<file path="src/rtl/dwq_pkg.sv">
package dwq_pkg;
  typedef enum logic [1:0] {
    TGT_PAT = 2'd0,
    TGT_COL = 2'd1,
    TGT_VSC = 2'd2,
    TGT_RSV = 2'd3
  } tgt_e;

  // Only the byte-wide target needs two accesses per queued word.
  function automatic logic is_byte_tgt(input logic [1:0] t);
    return t == TGT_PAT;
  endfunction
endpackage

</file>
<file path="src/rtl/dwq_addr.sv">
module dwq_addr #(
  parameter int AW = 16,
  parameter int SW = 8
) (
  input  logic          clk,
  input  logic          rst_n,
  input  logic          cfg_load,
  input  logic [1:0]    cfg_tgt,
  input  logic [AW-1:0] cfg_addr,
  input  logic [SW-1:0] cfg_step,
  input  logic          accept,
  output logic [AW-1:0] cur_addr,
  output logic [1:0]    cur_tgt
);
  import dwq_pkg::*;

  logic [AW-1:0] addr_q, addr_d;
  logic [SW-1:0] step_q, step_d;
  logic [1:0]    tgt_q, tgt_d;
  logic          en;

  always_comb begin
    addr_d = addr_q;
    step_d = step_q;
    tgt_d  = tgt_q;
    if (cfg_load) begin
      addr_d = cfg_addr;
      step_d = cfg_step;
      tgt_d  = cfg_tgt;
    end else if (accept) begin
      addr_d = addr_q + AW'(step_q);
    end
  end

  assign en = cfg_load | accept;

  always_ff @(posedge clk or negedge rst_n) begin
    if (!rst_n) begin
      addr_q <= '0;
      step_q <= SW'(2);
      tgt_q  <= TGT_COL;
    end else if (en) begin
      addr_q <= addr_d;
      step_q <= step_d;
      tgt_q  <= tgt_d;
    end
  end

  assign cur_addr = addr_q;
  assign cur_tgt  = tgt_q;
endmodule

</file>
<file path="src/rtl/dwq_ring.sv">
module dwq_ring #(
  parameter int DEPTH = 4,
  parameter int EW    = 34
) (
  input  logic          clk,
  input  logic          rst_n,
  input  logic          push,
  input  logic          pop,
  input  logic [EW-1:0] wdata,
  output logic [EW-1:0] rdata,
  output logic          empty,
  output logic          full
);
  localparam int PW = (DEPTH > 1) ? $clog2(DEPTH) : 1;
  localparam int CW = $clog2(DEPTH + 1);

  logic [EW-1:0] slot_q [DEPTH];
  logic [PW-1:0] wptr_q, wptr_d, rptr_q, rptr_d;
  logic [CW-1:0] cnt_q, cnt_d;

  always_comb begin
    wptr_d = wptr_q;
    rptr_d = rptr_q;
    cnt_d  = cnt_q;
    if (push) wptr_d = (wptr_q == PW'(DEPTH - 1)) ? '0 : wptr_q + 1'b1;
    if (pop)  rptr_d = (rptr_q == PW'(DEPTH - 1)) ? '0 : rptr_q + 1'b1;
    case ({push, pop})
      2'b10:   cnt_d = cnt_q + 1'b1;
      2'b01:   cnt_d = cnt_q - 1'b1;
      default: cnt_d = cnt_q;
    endcase
  end

  always_ff @(posedge clk or negedge rst_n) begin
    if (!rst_n) begin
      wptr_q <= '0;
      rptr_q <= '0;
      cnt_q  <= '0;
    end else if (push | pop) begin
      wptr_q <= wptr_d;
      rptr_q <= rptr_d;
      cnt_q  <= cnt_d;
    end
  end

  for (genvar i = 0; i < DEPTH; i++) begin : g_slot
    logic wen;
    assign wen = push && (wptr_q == PW'(i));
    always_ff @(posedge clk or negedge rst_n) begin
      if (!rst_n)   slot_q[i] <= '0;
      else if (wen) slot_q[i] <= wdata;
    end
  end

  assign rdata = slot_q[rptr_q];
  assign empty = (cnt_q == '0);
  assign full  = (cnt_q == CW'(DEPTH));
endmodule

</file>
<file path="src/rtl/dwq_drain.sv">
module dwq_drain #(
  parameter int AW = 16,
  parameter int DW = 16
) (
  input  logic          clk,
  input  logic          rst_n,
  input  logic          slot_tick,
  input  logic          head_valid,
  input  logic [1:0]    head_tgt,
  input  logic [AW-1:0] head_addr,
  input  logic [DW-1:0] head_data,
  output logic          pop,
  output logic          mem_wr,
  output logic [1:0]    mem_tgt,
  output logic          mem_byte,
  output logic [AW-1:0] mem_addr,
  output logic [DW-1:0] mem_data
);
  import dwq_pkg::*;
  localparam int BW = DW / 2;

  logic phase_q, phase_d;
  logic issue, head_byte, last_acc, phase_en;

  assign head_byte = is_byte_tgt(head_tgt);
  assign issue     = slot_tick && head_valid;
  assign last_acc  = !head_byte || phase_q;
  assign pop       = issue && last_acc;
  assign phase_en  = issue && head_byte;

  always_comb begin
    phase_d = phase_q;
    if (phase_en) phase_d = !phase_q;
  end

  always_ff @(posedge clk or negedge rst_n) begin
    if (!rst_n)        phase_q <= 1'b0;
    else if (phase_en) phase_q <= phase_d;
  end

  always_comb begin
    mem_wr   = issue;
    mem_tgt  = head_tgt;
    mem_byte = head_byte;
    if (head_byte) begin
      mem_addr = {head_addr[AW-1:1], phase_q};
      mem_data = {{BW{1'b0}}, phase_q ? head_data[BW-1:0] : head_data[DW-1:BW]};
    end else begin
      mem_addr = head_addr;
      mem_data = head_data;
    end
  end
endmodule

</file>
<file path="src/rtl/disp_wr_queue.sv">
module disp_wr_queue #(
  parameter int DEPTH = 4,
  parameter int AW    = 16,
  parameter int DW    = 16,
  parameter int SW    = 8
) (
  input  logic          clk,
  input  logic          rst_n,
  input  logic          cfg_load,
  input  logic [1:0]    cfg_tgt,
  input  logic [AW-1:0] cfg_addr,
  input  logic [SW-1:0] cfg_step,
  input  logic          cpu_wr_req,
  input  logic [DW-1:0] cpu_wr_data,
  output logic          cpu_ack,
  input  logic          slot_tick,
  output logic          mem_wr,
  output logic [1:0]    mem_tgt,
  output logic          mem_byte,
  output logic [AW-1:0] mem_addr,
  output logic [DW-1:0] mem_data,
  output logic          q_empty,
  output logic          q_full
);
  localparam int EW = DW + 2 + AW;

  logic [1:0]    rst_sync_q;
  logic          srst_n;
  logic          accept, pop;
  logic [AW-1:0] cur_addr;
  logic [1:0]    cur_tgt;
  logic [EW-1:0] wr_ent, rd_ent;

  always_ff @(posedge clk or negedge rst_n) begin
    if (!rst_n) rst_sync_q <= 2'b00;
    else        rst_sync_q <= {rst_sync_q[0], 1'b1};
  end
  assign srst_n = rst_sync_q[1];

  // A drain that completes this clock frees a slot for the write now.
  assign accept  = cpu_wr_req && srst_n && (!q_full || pop);
  assign cpu_ack = accept;
  assign wr_ent  = {cpu_wr_data, cur_tgt, cur_addr};

  dwq_addr #(.AW(AW), .SW(SW)) u_addr (
    .clk(clk), .rst_n(srst_n),
    .cfg_load(cfg_load), .cfg_tgt(cfg_tgt), .cfg_addr(cfg_addr), .cfg_step(cfg_step),
    .accept(accept), .cur_addr(cur_addr), .cur_tgt(cur_tgt)
  );

  dwq_ring #(.DEPTH(DEPTH), .EW(EW)) u_ring (
    .clk(clk), .rst_n(srst_n),
    .push(accept), .pop(pop), .wdata(wr_ent), .rdata(rd_ent),
    .empty(q_empty), .full(q_full)
  );

  dwq_drain #(.AW(AW), .DW(DW)) u_drain (
    .clk(clk), .rst_n(srst_n),
    .slot_tick(slot_tick), .head_valid(!q_empty),
    .head_tgt(rd_ent[AW +: 2]), .head_addr(rd_ent[AW-1:0]), .head_data(rd_ent[EW-1 -: DW]),
    .pop(pop), .mem_wr(mem_wr), .mem_tgt(mem_tgt), .mem_byte(mem_byte),
    .mem_addr(mem_addr), .mem_data(mem_data)
  );
endmodule

</file>
<file path="config.mk">
export PLATFORM = sky130hd
export DESIGN_NAME = disp_wr_queue
export DESIGN_NICKNAME = d
export VERILOG_FILES = /design/src/rtl/dwq_pkg.sv /design/src/rtl/dwq_addr.sv /design/src/rtl/dwq_ring.sv /design/src/rtl/dwq_drain.sv /design/src/rtl/disp_wr_queue.sv
export SDC_FILE = /design/constraint.sdc
export NUM_CORES = 1
export LEC_CHECK = 0
export BUFFER_PORTS_ARGS = -buffer_cell sky130_fd_sc_hd__buf_2
export CORE_UTILIZATION = 64
export DETAILED_ROUTE_END_ITERATION = 16
export PLACE_DENSITY = 0.86
export SLEW_MARGIN = 20
export SYNTH_ARGS = -nofsm -noshare
export SYNTH_HDL_FRONTEND = slang
export SYNTH_SLANG_ARGS = --single-unit
</file>
<file path="constraint.sdc">
create_clock -name clk -period 20 [get_ports clk]
set_input_delay 5 -clock clk [delete_from_list [all_inputs] [get_ports clk]]
set_output_delay 5 -clock clk [all_outputs]
set_load 0.1 [all_outputs]
</file>
==> impl_metrics.csv <==
group,metric,value,unit
route,drc,0,
route,wirelength,16.89,mm
route,vias,5101,
worst_setup_path,required,15.00,ns
cts,htreeDepth,4,
worst_setup_path,cp_slowest_cell,"buf_2",
floorplanning,core_area,12570,µm²
sta,fin_skew,0.007825,ns
cells_and_area,antenna_cells,0,
floorplanning,fp.dieH,115.3,µm
synthesis,synth_area,8215,µm²
sta,worstMarginPinSlew,1.016,ns
worst_setup_path,crit_top_cell,"buf_2",
sta,setup_tns,0,ns
global_routing,grt.overflow.total,0,
floorplanning,fp-row-count,41,
cells_and_area,drive_above_1_share,0.4948,
worst_setup_path,cpPeakStageDelay,0.48,ns
sta,finalSetupViolations,0,
floorplanning,die_w,115.3,µm
route,via_per_inst,6.080,
worst_setup_path,crit_chain,"buf_2 > nand2_1 > a211oi_4 > buf_4 > buf_2",
sta,max-slew-margin-rel,0.3205,
worst_setup_path,start_kind,"input pin",
worst_setup_path,cp-end-kind,"primary output",
cells_and_area,final_common_cell,"dfrtp_1",
synthesis,synthCells,574,
cells_and_area,layout_common_cells,"dfrtp_1, mux2_2, buf_2, mux4_2, nand2_1",
worst_setup_path,critical_path_class,"in2out",
worst_setup_path,cp.buffers_inverters,3,
global_routing,antenna_found_initial,0,
route,routed_wire_length_per_instance,20.13,µm
sta,fmax,88.52,MHz
synthesis,ys_warn_count,0,
cts,post_cts_resized,0,
sta,min_period_over_period,0.5648,
global_routing,grt_pass1_vias,5436,
sta,hold_viol,0,
synthesis,synth_nets,637,
global_routing,grt_usage,0.2777,
worst_setup_path,crit_family,"buffers and inverters",
placed_design,place_congestion,0.9076,
cts,clock_sinks,172,
worst_setup_path,crit_arrival,6.30,ns
floorplanning,die_area,13290,µm²
floorplanning,initial_core_util,0.6537,
cts,cts_tree,"yes",
outcome,status,"completed",
cts,numCtsBuffers,17,
route,postRouteAntennaNets,0,
route,drtIter0Drc,284,
cells_and_area,final_core_util,0.7450,
sta,min_period,11.30,ns
placed_design,portBuffers,85,
cells_and_area,fin_nets,717,
synthesis,async_reset_ff_frac,1.000,
synthesis,dominantRegCellSynth,"dfrtp_1",
route,dr.pass1.iters,4,
run,maxCapViolCount,0,
cts,cts_root_buffer,"clkbuf_16",
sta,drv_slew,0,
global_routing,grt_pass1_wl,27.14,mm
placed_design,dp_hpwl,10.98,mm
synthesis,ys_ff_latch,172,
cells_and_area,area_delta_synth_final,13.98,%
sta,grt_setup_unrepaired,"no",
cts,cts-hold-fix-buffers,0,
synthesis,synth_edf_count,0,
worst_hold_path,hp-class,"reg2reg",
cts,post_cts_buffers,0,
floorplanning,ios,86,
synthesis,yosys.cell_types.count,53,
cts,insertion_delay,0.43,ns
cts,clkSlewWorstSetupHoldPaths,0.06,ns
cts,cts_buffer_depth,2,
worst_setup_path,crit_fanout,19,
synthesis,syn_avg_cell_area,14.31,µm²
global_routing,grt_max_degree,66,
synthesis,synth_seq_area_share,0.5242,
-- registers in the layout, summed over array words and instances, names as in the netlist --
register         cells
rst_sync_q           2
u_addr.cur_addr     16
u_addr.cur_tgt       2
u_addr.step_q        8
u_drain.phase_q      1
u_ring.cnt_q         3
u_ring.rptr_q        2
u_ring.slot_q      136
u_ring.wptr_q        2
-- final timing paths --
path / startpoint / endpoint / slack, ns / cells after the start
max in group asynchronous: rst_n / rst_sync_q[1]$_DFF_PN0_ / 15.55 / 1
min in group asynchronous: rst_sync_q[1]$_DFF_PN0_ / u_ring.slot_q[53]$_DFFE_PN0P_ / 0.36 / 0
min: rst_sync_q[0]$_DFF_PN0_ / rst_sync_q[1]$_DFF_PN0_ / 0.35 / 0
max: cpu_wr_req / cpu_ack / 8.70 / 5
max reg2reg: u_ring.slot_q[84]$_DFFE_PN0P_ / u_ring.slot_q[61]$_DFFE_PN0P_ / 16.70 / 7
min reg2reg: rst_sync_q[0]$_DFF_PN0_ / rst_sync_q[1]$_DFF_PN0_ / 0.35 / 0
-- final cells by class --
class / instances / area, µm²
Clock buffer: 27 / 543.0
Fill cell: 794 / 3204
Clock inverter: 5 / 52.55
Timing Repair Buffer: 91 / 470.5
Tap cell: 172 / 215.2
Multi-Input combinational cell: 359 / 3722
Inverter: 13 / 48.80
Sequential cell: 172 / 4312
-- per-stage QoR --
step / area [µm²] / hold WS (ns) / worst slack [ns] / std cells
finish: 9364 / 0.3530 / 8.704 / 839
global route: 9364 / 0.3660 / 8.653 / 839
CTS: 9364 / 0.3554 / 8.724 / 839
detailed placement: 8768 / 0.3420 / 8.720 / 807
global placement: 8768 / 0.3406 / 8.755 / 807
floorplan: 8215 / 0.3312 / 8.550 / 574
-- synthesized netlist by cell type, drive strengths merged, types with 4 or more instances --
| cell | number | area [µm²] |
|---|---|---|
| mux2i | 7 | 70.07 |
| xor2 | 4 | 35.03 |
| a21oi | 6 | 30.03 |
| a31oi | 6 | 37.54 |
| o21ai | 11 | 55.05 |
| mux4 | 35 | 788.3 |
| nor3 | 7 | 35.03 |
| nand2 | 24 | 100.1 |
| mux2 | 157 | 1768 |
| xnor2 | 4 | 35.03 |
| or2 | 6 | 37.54 |
| and2 | 10 | 62.56 |
| inv | 13 | 48.80 |
| nor2b | 4 | 25.02 |
| clkbuf | 12 | 45.04 |
| nor2 | 15 | 56.30 |
| ha | 14 | 175.2 |
| a21o | 4 | 30.03 |
| dfrtp | 170 | 4254 |
| buf | 18 | 92.59 |
-- logic make-up after synthesis --
| group | Yosys count | synth area share |
|---|---|---|
| xor gates and xnor gates | 8 | 0.008528 |
| DFF | 172 | 0.5242 |
| and+or+nand+nor | 80 | 0.04965 |
| adders and majority gates | 16 | 0.02620 |
| muxes | 199 | 0.3197 |
| AOI/OAI and AO/OA | 55 | 0.04859 |
| buffers and inverters | 43 | 0.02269 |
| other | 1 | 0.0004565 |
-- metal layers --
layer	vias to the layer above	track usage	share of wire
met3	30	0.05746	0.048
met4	0	0.1299	0.020
li1	2285	-	-
met2	140	0.4711	0.53
met1	2646	0.3435	0.41
met5	-	0	0
Power is left out: the tool's default activity adds up to more than one toggle a clock period on the data nets, which glitch-free logic cannot reach.
